`config.mk`:
```
export PLATFORM = sky130hd
export DESIGN_NAME = eeprom_page_writer
export DESIGN_NICKNAME = d
export VERILOG_FILES = /design/src/rtl/eepw_pkg.sv /design/src/rtl/eepw_byte_shift.sv /design/src/rtl/eepw_gap_timer.sv /design/src/rtl/eeprom_page_writer.sv
export SDC_FILE = /design/constraint.sdc
export NUM_CORES = 1
export LEC_CHECK = 0
export CAP_MARGIN = 20
export CORE_MARGIN = 2
export CORE_UTILIZATION = 57
export CTS_CLUSTER_DIAMETER = 50
export DETAILED_ROUTE_END_ITERATION = 6
export PLACE_DENSITY = 0.79
export SLEW_MARGIN = 20
export SYNTH_ARGS = -nofsm -noshare
export SYNTH_HDL_FRONTEND = slang
export SYNTH_SLANG_ARGS = --single-unit
```
`constraint.sdc`:
```
create_clock -name clk -period 3.15 [get_ports clk]
set_clock_uncertainty 0.2 [all_clocks]
set_input_delay 0.63 -clock clk [delete_from_list [all_inputs] [get_ports clk]]
set_output_delay 0.63 -clock clk [all_outputs]
set_load 0.02 [all_outputs]
```
`src/rtl/eepw_pkg.sv`:
```
package eepw_pkg;

  localparam logic [7:0] OP_ARM   = 8'h06;
  localparam logic [7:0] OP_PROG  = 8'h02;
  localparam logic [7:0] OP_POLL  = 8'h05;
  localparam logic [7:0] BYTE_PAD = 8'h00;
  localparam logic [7:0] BUSY_MASK = 8'h01;

  typedef enum logic [3:0] {
    ST_IDLE,
    ST_ARM,
    ST_CMD,
    ST_AHI,
    ST_ALO,
    ST_DATA,
    ST_POLL_CMD,
    ST_POLL_RD,
    ST_GAP
  } eepw_state_e;

  // Bytes that fit in the current page, capped by what is still owed.
  function automatic int unsigned page_chunk(input int unsigned addr,
                                             input int unsigned owed,
                                             input int unsigned page);
    int unsigned room;
    room = page - (addr % page);
    return (owed < room) ? owed : room;
  endfunction

  // Minimum chip-select high time in system clock cycles.
  function automatic int unsigned gap_cycles(input int unsigned gap_sck,
                                             input int unsigned half);
    return gap_sck * 2 * half;
  endfunction

endpackage

```
`src/rtl/eepw_byte_shift.sv`:
```
module eepw_byte_shift #(
  parameter int unsigned HALF_DIV = 2
) (
  input  logic       clk,
  input  logic       rst_n,
  input  logic       start,
  input  logic [7:0] tx_byte,
  input  logic       miso,
  output logic       busy,
  output logic       done,
  output logic [7:0] rx_byte,
  output logic       sck,
  output logic       mosi
);
  localparam int unsigned CW = (HALF_DIV > 1) ? $clog2(HALF_DIV) : 1;

  logic [CW-1:0] cnt;
  logic [2:0]    bit_idx;
  logic [7:0]    sh;
  logic          half_end;

  assign half_end = (cnt == CW'(HALF_DIV - 1));
  assign mosi     = busy & sh[7];

  always_ff @(posedge clk or negedge rst_n) begin
    if (!rst_n) begin
      busy    <= 1'b0;
      done    <= 1'b0;
      rx_byte <= '0;
      sck     <= 1'b0;
      cnt     <= '0;
      bit_idx <= '0;
      sh      <= '0;
    end else begin
      done <= 1'b0;
      if (start && !busy) begin
        busy    <= 1'b1;
        sh      <= tx_byte;
        cnt     <= '0;
        bit_idx <= '0;
        sck     <= 1'b0;
      end else if (busy) begin
        if (half_end) begin
          cnt <= '0;
          if (!sck) begin
            sck     <= 1'b1;
            rx_byte <= {rx_byte[6:0], miso};
          end else begin
            sck <= 1'b0;
            if (bit_idx == 3'd7) begin
              busy <= 1'b0;
              done <= 1'b1;
            end else begin
              bit_idx <= bit_idx + 3'd1;
              sh      <= {sh[6:0], 1'b0};
            end
          end
        end else begin
          cnt <= cnt + 1'b1;
        end
      end
    end
  end

  // clock rests low outside a byte
  p_sck_rest_low_r2: assert property (@(posedge clk) disable iff (!rst_n)
    !busy |-> !sck);

  // data held while the clock is high
  p_mosi_hold_r2: assert property (@(posedge clk) disable iff (!rst_n)
    (sck && $past(sck)) |-> $stable(mosi));

endmodule

```
`src/rtl/eepw_gap_timer.sv`:
```
module eepw_gap_timer #(
  parameter int unsigned CYCLES = 8
) (
  input  logic clk,
  input  logic rst_n,
  input  logic start,
  output logic expired
);
  localparam int unsigned CW = $clog2(CYCLES + 1);

  logic [CW-1:0] cnt;
  logic          run;

  assign expired = run && (cnt == '0);

  always_ff @(posedge clk or negedge rst_n) begin
    if (!rst_n) begin
      run <= 1'b0;
      cnt <= '0;
    end else if (start) begin
      run <= 1'b1;
      cnt <= CW'(CYCLES - 1);
    end else if (run) begin
      if (cnt == '0) run <= 1'b0;
      else           cnt <= cnt - 1'b1;
    end
  end

  // one expiry per started gap
  p_expire_once_r7: assert property (@(posedge clk) disable iff (!rst_n)
    (expired && !start) |=> !expired);

endmodule

```
`src/rtl/eeprom_page_writer.sv`:
```
module eeprom_page_writer
  import eepw_pkg::*;
#(
  parameter int unsigned PAGE_BYTES = 128,
  parameter int unsigned LEN_W      = 16,
  parameter int unsigned HALF_DIV   = 2,
  parameter int unsigned CS_GAP_SCK = 2
) (
  input  logic             clk,
  input  logic             rst_n,
  input  logic             req_valid,
  output logic             req_ready,
  input  logic [15:0]      req_addr,
  input  logic [LEN_W-1:0] req_len,
  input  logic             wr_valid,
  output logic             wr_ready,
  input  logic [7:0]       wr_data,
  output logic             done,
  output logic             spi_cs_n,
  output logic             spi_sck,
  output logic             spi_mosi,
  input  logic             spi_miso
);
  localparam int unsigned PB      = $clog2(PAGE_BYTES);
  localparam int unsigned CW      = PB + 1;
  localparam int unsigned GAP_CYC = gap_cycles(CS_GAP_SCK, HALF_DIV);

  eepw_state_e      state, gap_next;
  logic [15:0]      cur_addr;
  logic [LEN_W-1:0] owed;
  logic [CW-1:0]    chunk_left;
  logic             launched, first_data, done_q;

  logic       byte_state, sh_start, sh_busy, sh_done, frame_end, gap_exp;
  logic       data_fire, poll_busy;
  logic [7:0] tx_byte, rx_byte;

  assign byte_state = (state != ST_IDLE) && (state != ST_GAP);
  assign wr_ready   = (state == ST_DATA) && !launched;
  assign sh_start   = byte_state && !launched && ((state != ST_DATA) || wr_valid);
  assign data_fire  = wr_valid && wr_ready;
  assign poll_busy  = |(rx_byte & BUSY_MASK);
  assign frame_end  = sh_done && ((state == ST_ARM) || (state == ST_POLL_RD) ||
                                  ((state == ST_DATA) && (chunk_left == '0)));
  assign req_ready  = (state == ST_IDLE);
  assign spi_cs_n   = (state == ST_IDLE) || (state == ST_GAP);
  assign done       = done_q;

  always_comb begin
    case (state)
      ST_ARM:      tx_byte = OP_ARM;
      ST_CMD:      tx_byte = OP_PROG;
      ST_AHI:      tx_byte = cur_addr[15:8];
      ST_ALO:      tx_byte = cur_addr[7:0];
      ST_DATA:     tx_byte = wr_data;
      ST_POLL_CMD: tx_byte = OP_POLL;
      default:     tx_byte = BYTE_PAD;
    endcase
  end

  eepw_byte_shift #(.HALF_DIV(HALF_DIV)) u_shift (
    .clk(clk), .rst_n(rst_n), .start(sh_start), .tx_byte(tx_byte),
    .miso(spi_miso), .busy(sh_busy), .done(sh_done), .rx_byte(rx_byte),
    .sck(spi_sck), .mosi(spi_mosi)
  );

  eepw_gap_timer #(.CYCLES(GAP_CYC)) u_gap (
    .clk(clk), .rst_n(rst_n), .start(frame_end), .expired(gap_exp)
  );

  always_ff @(posedge clk or negedge rst_n) begin
    if (!rst_n) begin
      state      <= ST_IDLE;
      gap_next   <= ST_IDLE;
      cur_addr   <= '0;
      owed       <= '0;
      chunk_left <= '0;
      launched   <= 1'b0;
      first_data <= 1'b0;
      done_q     <= 1'b0;
    end else begin
      done_q <= 1'b0;
      if (sh_start)     launched <= 1'b1;
      else if (sh_done) launched <= 1'b0;
      if (data_fire) begin
        cur_addr   <= cur_addr + 16'd1;
        owed       <= owed - 1'b1;
        chunk_left <= chunk_left - 1'b1;
        first_data <= 1'b0;
      end
      case (state)
        ST_IDLE: if (req_valid) begin
          cur_addr <= req_addr;
          owed     <= req_len;
          if (req_len == '0) done_q <= 1'b1;
          else begin
            chunk_left <= CW'(page_chunk(32'(req_addr), 32'(req_len), PAGE_BYTES));
            state      <= ST_ARM;
          end
        end
        ST_ARM: if (sh_done) begin
          state    <= ST_GAP;
          gap_next <= ST_CMD;
        end
        ST_CMD: if (sh_done) state <= ST_AHI;
        ST_AHI: if (sh_done) state <= ST_ALO;
        ST_ALO: if (sh_done) begin
          state      <= ST_DATA;
          first_data <= 1'b1;
        end
        ST_DATA: if (sh_done && chunk_left == '0) begin
          state    <= ST_GAP;
          gap_next <= ST_POLL_CMD;
        end
        ST_POLL_CMD: if (sh_done) state <= ST_POLL_RD;
        ST_POLL_RD: if (sh_done) begin
          state <= ST_GAP;
          if (poll_busy)         gap_next <= ST_POLL_CMD;
          else if (owed == '0)   gap_next <= ST_IDLE;
          else begin
            gap_next   <= ST_ARM;
            chunk_left <= CW'(page_chunk(32'(cur_addr), 32'(owed), PAGE_BYTES));
          end
        end
        ST_GAP: if (gap_exp) begin
          state <= gap_next;
          if (gap_next == ST_IDLE) done_q <= 1'b1;
        end
        default: state <= ST_IDLE;
      endcase
    end
  end

  // Checker state: consecutive cycles with chip select high, saturating.
  int unsigned hi_cnt;
  always_ff @(posedge clk or negedge rst_n) begin
    if (!rst_n)              hi_cnt <= GAP_CYC;
    else if (!spi_cs_n)      hi_cnt <= 0;
    else if (hi_cnt < GAP_CYC) hi_cnt <= hi_cnt + 1;
  end

  // a data byte after the first in a frame never lands on a page start
  p_no_page_cross_r5: assert property (@(posedge clk) disable iff (!rst_n)
    (data_fire && !first_data) |-> (cur_addr[PB-1:0] != '0));

  // chip select high long enough before each frame
  p_cs_gap_r7: assert property (@(posedge clk) disable iff (!rst_n)
    $fell(spi_cs_n) |-> (hi_cnt >= GAP_CYC));

  // clock quiet while deselected
  p_sck_quiet_r7: assert property (@(posedge clk) disable iff (!rst_n)
    spi_cs_n |-> !spi_sck);

  // completion only while idle
  p_done_idle_r8: assert property (@(posedge clk) disable iff (!rst_n)
    done |-> req_ready);

  // arm frame closed right after its single byte
  p_arm_close_r3: assert property (@(posedge clk) disable iff (!rst_n)
    (state == ST_ARM && sh_done) |=> spi_cs_n);

  // shifter never runs while data frame waits for a byte
  p_wait_idle_r10: assert property (@(posedge clk) disable iff (!rst_n)
    wr_ready |-> !sh_busy);

endmodule

```
=== Word level (Yosys, flattened, before mapping) ===
Cells that the tools add are included.

* Add/sub/neg operators: 8
* $lt $le $gt $ge: 2
* Equality and inequality tests: 24
* Muxes and demuxes: 72
* Bitwise logic cells: 3
* Reductions and logical operators: 36

{| class="wikitable"
|+ Operators by type and width
! cell !! count
|-
| 2-to-1 mux 8 bit || 13
|-
| 2-to-1 mux 16 bit || 6
|-
| < comparator 16 x 32 -> 1 bit || 2
|-
| 2-to-1 mux 4 bit || 15
|-
| one-hot mux 8 bit (6 select lines) || 1
|-
| logical NOT 16 bit || 2
|-
| one-hot mux 4 bit (8 select lines) || 1
|-
| 2-to-1 mux 1 bit || 27
|-
| 2-to-1 mux 3 bit || 6
|-
| != test 2 x 1 -> 1 bit, second input constant || 9
|-
| subtractor 8 x 7 -> 9 bit, first input constant || 2
|-
| adder 16 x 1 -> 16 bit, second input constant || 1
|-
| equality test 4 x 3 -> 1 bit, second input constant || 4
|-
| one-hot mux 8 bit (2 select lines) || 1
|-
| subtractor 16 x 1 -> 16 bit, second input constant || 1
|-
| logical NOT 4 bit || 3
|-
| one-hot mux 4 bit (3 select lines) || 1
|-
| AND reduction 4 bit || 3
|-
| logical AND 1 bit || 10
|-
| nonzero test 2 bit || 5
|-
| AND reduction 9 bit || 1
|-
| equality test 4 x 2 -> 1 bit, second input constant || 2
|-
| logical NOT 8 bit || 1
|-
| != test 2 bit, second input constant || 4
|-
| 18 further kinds || 24
|}

* Bits in registers: 71
* Output and inout port bits: 6

=== Logic depth before layout (Yosys ltp) ===
* Depth in word-level cells: 8
* Mapped depth: 13
* Depth with buffers taken out: 12

=== By module ===
From an unflattened synthesis, not the netlist that was laid out.

* Cells, all modules: 562
* Area, all modules: 5,026.1 µm²

{| class="wikitable"
|+ Modules (own cells, without submodules)
! module !! instances !! cells an instance !! area an instance (µm²)
|-
| eeprom_page_writer || 1 || 459 || 3,762.4
|-
| eepw_byte_shift || 1 || 78 || 991.0
|-
| eepw_gap_timer || 1 || 25 || 272.8
|}

=== Least setup slack after synthesis ===
No wires, ideal clock.

* Kind: input -> register
* Start: input port req_addr[1]
* End: register chunk_left[1]
* Library setup time: 0.134 ns
* Arrival time: 2.677 ns
* Data required time: 2.816 ns
* Path slack: 0.139 ns
* Stages: 12
* Path through: inv_1 ha_1 nand2_1 nor3_1 xor2_1 ha_1 o21ai_0 o211ai_1 a211o_1 clkbuf_1 a41oi_1 o211ai_2

* Cells in the longest elaborated chain, start to end: 6

{| class="wikitable"
|+ Ends and longest elaborated chain
! what !! line !! text
|-
| start: declaration || eeprom_page_writer.sv:13 || <nowiki>input logic [15:0] req_addr,</nowiki>
|-
| subtractor 8 x 7 -> 9 bit * || eepw_pkg.sv:26 || <nowiki>room = page - (addr % page);</nowiki>
|-
| < comparator 16 x 32 -> 1 bit || eepw_pkg.sv:27 || <nowiki>return (owed < room) ? owed : room;</nowiki>
|-
| 2-to-1 mux 8 bit * || eepw_pkg.sv:27 ||
|-
| 2-to-1 mux 8 bit * || eeprom_page_writer.sv:95 || <nowiki>if (req_len == '0) done_q <= 1'b1;</nowiki>
|-
| 2-to-1 mux 8 bit * || eeprom_page_writer.sv:92 || <nowiki>ST_IDLE: if (req_valid) begin</nowiki>
|-
| one-hot mux 8 bit (2 select lines) * || eeprom_page_writer.sv:91 || <nowiki>case (state)</nowiki>
|-
| end signal: assignment || eeprom_page_writer.sv:88 || <nowiki>chunk_left <= chunk_left - 1'b1;</nowiki>
|-
| end signal: assignment || eeprom_page_writer.sv:97 || <nowiki>chunk_left <= CW'(page_chunk(32'(req_addr), 32'(req_len), PAGE_BYTES));</nowiki>
|-
| end signal: assignment || eeprom_page_writer.sv:122 || <nowiki>chunk_left <= CW'(page_chunk(32'(cur_addr), 32'(owed), PAGE_BYTES));</nowiki>
|-
| end: declaration || eeprom_page_writer.sv:31 || <nowiki>logic [CW-1:0] chunk_left;</nowiki>
|}

Mark *: on every way between the ends. The rest lies on a longest branch, timed or not.
A chain may end at the register's enable or synchronous reset.

=== Final worst setup path ===
* Start: input port req_addr[2]
* End: register chunk_left[6]

The elaborated chain is that of the path after synthesis.

==> summary.txt <==
Result of the run = completed
Worst Hold Margin = 54.0 ps
Critical register-to-register path startpoint = cur_addr[3]
Classification of the worst-slack hold path = primary input to async pin
Placement-stage cell area = 5530 sq um
DRC viols = 0
Combinational share of power = 47.7%
M3 GR Usage = 4.63%
Pre-CTS setup slack = -423 ps
Setup CP Type = primary input to flop
Arrival @ worst endpoint = 3130 ps
Critical path startpoint category = primary input
Hold violation count in the final report = 0
Buffers on Ports = 50
Row cnt = 33
Global-route wire length before repair = 20.1 mm
Net Sw Power = 2000 uW
Iteration-0 DRC Markers = 276
Starting density of the core = 57.8%
Fin area = 5880 sq um
Clock latency reported for the late side of the worst-skew pair = 350 ps
Number of flip-flops and latches in the synthesized netlist = 70
Slew HR = 39.1%
H-tree level count = 3
Pin count of the biggest net entering global routing = 66
Die span in y = 94.6 um
Internal power = 2850 uW
Clock buffers created by TritonCTS = 9
Worst supply voltage drop on vdd = 0.411 mV
Number of antenna violations at the first check in global routing = 0
CP Capture Type = flop
Switching share of power = 41.3%
CP max FO = 4
FF+latch area = 1750 sq um
Deepest clock path buffer count = 2
Tightest Pin Transition = 907 ps
Number of vias in the routed layout = 4326
Number of enable-type register cells in the synthesized netlist = 0
Pleak = 0.00249 uW
# nets final = 690
Endpoint of the worst register-to-register path = chunk_left[3]
Proportion of synthesized chip area in sequential cells = 37.5%
Register-to-register path setup slack = 250 ps
Post-DR wirelength/cell = 16.7 um
First-pass iteration count of the detailed router = 5
Required time at the endpoint of the critical path = 3220 ps
CTS clock-pin slew for the worst setup and hold paths = 80 ps
Fraction of layout cells with a size suffix above 1 = 16.7%
Post-Route WL = 12.2 mm
Detail Placement HPWL = 8.98 mm
Hold bufs inserted after CTS = 0
Die Outline Area = 8950 sq um
Met1 GRT Util = 37.4%
Number of routed nets with antenna violations = 0
Dominant cells by area after synthesis = sky130_fd_sc_hd__dfrtp_1 37%, sky130_fd_sc_hd__nand2_1 6.3%, sky130_fd_sc_hd__ha_1 6.2%, sky130_fd_sc_hd__xnor2_1 5.8%, sky130_fd_sc_hd__o21ai_0 4.8%
Capturing instance or port of the critical path = chunk_left[6]
Simple logic cell fraction of the synthesized area = 22.8%
Clock Power Share = 17.4%
Area grow syn2layout = 25.8%
Post-Synthesis Net Count = 608
Cells after synthesis = 540
Synthesized area = 4680 sq um
Unrepaired setup endpoints after global routing = no
Reported max-cap violation count = 0
Async S/R FF share, synth = 100%
Mapped Avg Cell Area = 8.66 sq um
Placeable core region = 8090 sq um
Final-report max-slew violation count = 0
Library cell with the largest summed area after synthesis = sky130_fd_sc_hd__dfrtp_1
Met2 track utilization from global routing = 49.7%
Global route hottest layer = met2
Multi-input combinational cell area = 2790 sq um
Area share of xor/xnor cells in the synthesized design = 9.55%
Number of antenna cells inserted = 0
GRT Residual Overflow = 0
Critical path origin = req_addr[2]
Number of distinct library cell variants in the gate-level netlist after synthesis = 57
Compound-gate portion of the synthesized area = 14.9%
Multiplexer share of the synthesized area = 4.33%
Fill cell total of the finished layout = 631
Overall die width = 94.6 um
Yosys warning count = 0
Commonest register cell after synthesis = sky130_fd_sc_hd__dfrtp_1
Final setup slack of the worst path = 87.4 ps
Final worst-path cycle share = 97.2%
Boundary pin count = 51
TritonCTS clock tree = yes
Global placer's final weighted congestion = 0.957
Minimum period implied by the final worst setup slack = 3060 ps
Final setup violation count = 0
Portion of total power attributed to sequential cells = 34.9%
Post-Synth Adder-Cell Area = 6.15%
Via count normalized by instance count = 5.91
Clock root buffer = sky130_fd_sc_hd__clkbuf_8
Largest family of logic cells by synthesized area = simple AND/OR/NAND/NOR gates
Vias in the first global route = 4211
Overall Global Routing Usage = 28.9%
R2r worst-path depth = 11
Power density relative to cell area = 824 nW/um^2
Total design power = 4850 uW
Number of clock sinks seen by CTS = 70
Final standard cell utilization of the core = 72.7%
Post-synth top area share = 37.5%
Max Fclk = 327 MHz
## final cells by class
class	instances	share of cell area (%)
clock buffer	11	2.57
clock inverter	5	1.38
timing repair buffer	98	14.7
sequential	70	29.8
tap	105	2.23
inverter	30	1.91
multi-input combinational	413	47.4
## power groups by stage
stage	Clock (uW)	Sequential (uW)	Combinational, uW
6_report	845	1690	2310
4_1_cts	849	1680	2260
2_1_floorplan	0	1590	1620
3_3_place_gp	0	1660	2150
5_1_grt	890	1740	2590
3_5_place_dp	0	1690	2230
## per-stage QoR
stage | setup TNS, ps | std cells
2_1_floorplan | 0 | 540
3_3_place_gp | -1920 | 713
3_5_place_dp | -2860 | 713
4_1_cts | 0 | 730
5_1_grt | 0 | 732
6_report | 0 | 732
## cell families (layout without fill, tap and decap cells)
logic type	after synthesis	count (layout)
mux	19	19
xor+xnor	51	51
simple gates	214	214
flops	70	70
fa+ha+maj	23	23
compound gates	106	106
buf+inv	57	144
## cells in the final DEF, fill, tap and decap left out, types with 3 or more instances in the layout
| cell type | netlist | final |
|---|---|---|
| sky130_fd_sc_hd__nor3_2 | 1 | 4 |
| sky130_fd_sc_hd__ha_1 | 23 | 21 |
| sky130_fd_sc_hd__nand2b_1 | 6 | 6 |
| sky130_fd_sc_hd__nor3_1 | 15 | 12 |
| sky130_fd_sc_hd__nor2b_1 | 5 | 5 |
| sky130_fd_sc_hd__o221ai_1 | 7 | 6 |
| sky130_fd_sc_hd__xor2_1 | 20 | 19 |
| sky130_fd_sc_hd__clkdlybuf4s50_1 | 0 | 47 |
| sky130_fd_sc_hd__nor3b_1 | 3 | 3 |
| sky130_fd_sc_hd__clkbuf_8 | 0 | 11 |
| sky130_fd_sc_hd__nand3_1 | 15 | 14 |
| sky130_fd_sc_hd__nand2_1 | 78 | 77 |
| sky130_fd_sc_hd__a21oi_1 | 12 | 12 |
| sky130_fd_sc_hd__or4_1 | 4 | 3 |
| sky130_fd_sc_hd__nor2_1 | 42 | 40 |
| sky130_fd_sc_hd__dfrtp_1 | 70 | 70 |
| sky130_fd_sc_hd__inv_1 | 30 | 28 |
| sky130_fd_sc_hd__and3_1 | 6 | 6 |
| sky130_fd_sc_hd__a222oi_1 | 5 | 5 |
| sky130_fd_sc_hd__o22ai_1 | 8 | 8 |
| sky130_fd_sc_hd__nor4_1 | 9 | 9 |
| sky130_fd_sc_hd__buf_4 | 1 | 47 |
| sky130_fd_sc_hd__mux2i_1 | 9 | 9 |
| sky130_fd_sc_hd__and2_1 | 6 | 5 |
| sky130_fd_sc_hd__nand4_1 | 11 | 11 |
| sky130_fd_sc_hd__o21ai_0 | 45 | 44 |
| sky130_fd_sc_hd__xnor2_1 | 31 | 31 |
| sky130_fd_sc_hd__mux2_2 | 10 | 10 |
## sequential cells by signal (all words and copies together), names as in the netlist
| signal | cells |
|---|---|
| cur_addr | 16 |
| owed | 16 |
| chunk_left | 8 |
| u_shift.sh | 8 |
| state | 4 |
| u_gap.cnt | 4 |
| gap_next | 3 |
| u_shift.bit_idx | 3 |
| done | 1 |
| launched | 1 |
| u_gap.run | 1 |
| u_shift.busy | 1 |
| u_shift.cnt | 1 |
| u_shift.done | 1 |
| u_shift.rx_byte | 1 |
| u_shift.sck | 1 |
## per-layer routing
layer,up-vias,wire length (um)
li1,2072,-
met3,24,651
met5,-,0
met1,2081,5270
met2,149,6030
met4,0,267
## critical path, stage by stage
cell	delay (ps)
sky130_fd_sc_hd__clkdlybuf4s50_1	440
sky130_fd_sc_hd__nor2_2	170
sky130_fd_sc_hd__nand3_2	110
sky130_fd_sc_hd__nor2_4	150
sky130_fd_sc_hd__xor2_2	170
sky130_fd_sc_hd__ha_1	280
sky130_fd_sc_hd__a211oi_2	190
sky130_fd_sc_hd__o211ai_1	120
sky130_fd_sc_hd__a211o_1	270
sky130_fd_sc_hd__buf_4	160
sky130_fd_sc_hd__mux2_2	270
sky130_fd_sc_hd__o221ai_1	160
## synth_stat cells, drive strengths merged, types with 2 or more instances
master	n
or2	2
o211ai	4
a22oi	3
and3	6
mux2	10
nand2b	6
a211o	2
o221ai	7
a222oi	5
nor2b	5
nor2	42
o31a	2
and2	6
nand2	78
a211oi	4
nor3	16
a41oi	2
nor3b	3
nand4bb	2
o22ai	8
nand4	11
or3	3
o21ai	48
dfrtp	70
xor2	20
clkbuf	17
nand3	15
nor4	10
inv	30
or4	4
buf	10
a32oi	2
ha	23
a21oi	12
xnor2	31
mux2i	9
## worst min path at each step
stage,depth (start not counted),from,slack [ps],to
after global routing,1,rst_n,70,owed[0]
final,1,rst_n,50,u_gap.cnt[3]
after floorplan,0,rst_n,130,chunk_left[0]
after detailed placement,2,u_shift.sh[0],280,u_shift.sh[0]
after global placement,2,u_shift.sh[0],270,u_shift.sh[0]
after CTS,1,rst_n,60,owed[0]
## what timing repair did
action / 4_1_cts / 5_1_grt
gates cloned: 0 / 0
endpoints found under the setup margin: 4 / 8
endpoints found under the hold margin: 0 / 0
gates resized for setup: 2 / 21
pin swaps: 2 / 8
buffers inserted: 1 / 2
No activity file was read; power rests on OpenSTA's default activity.
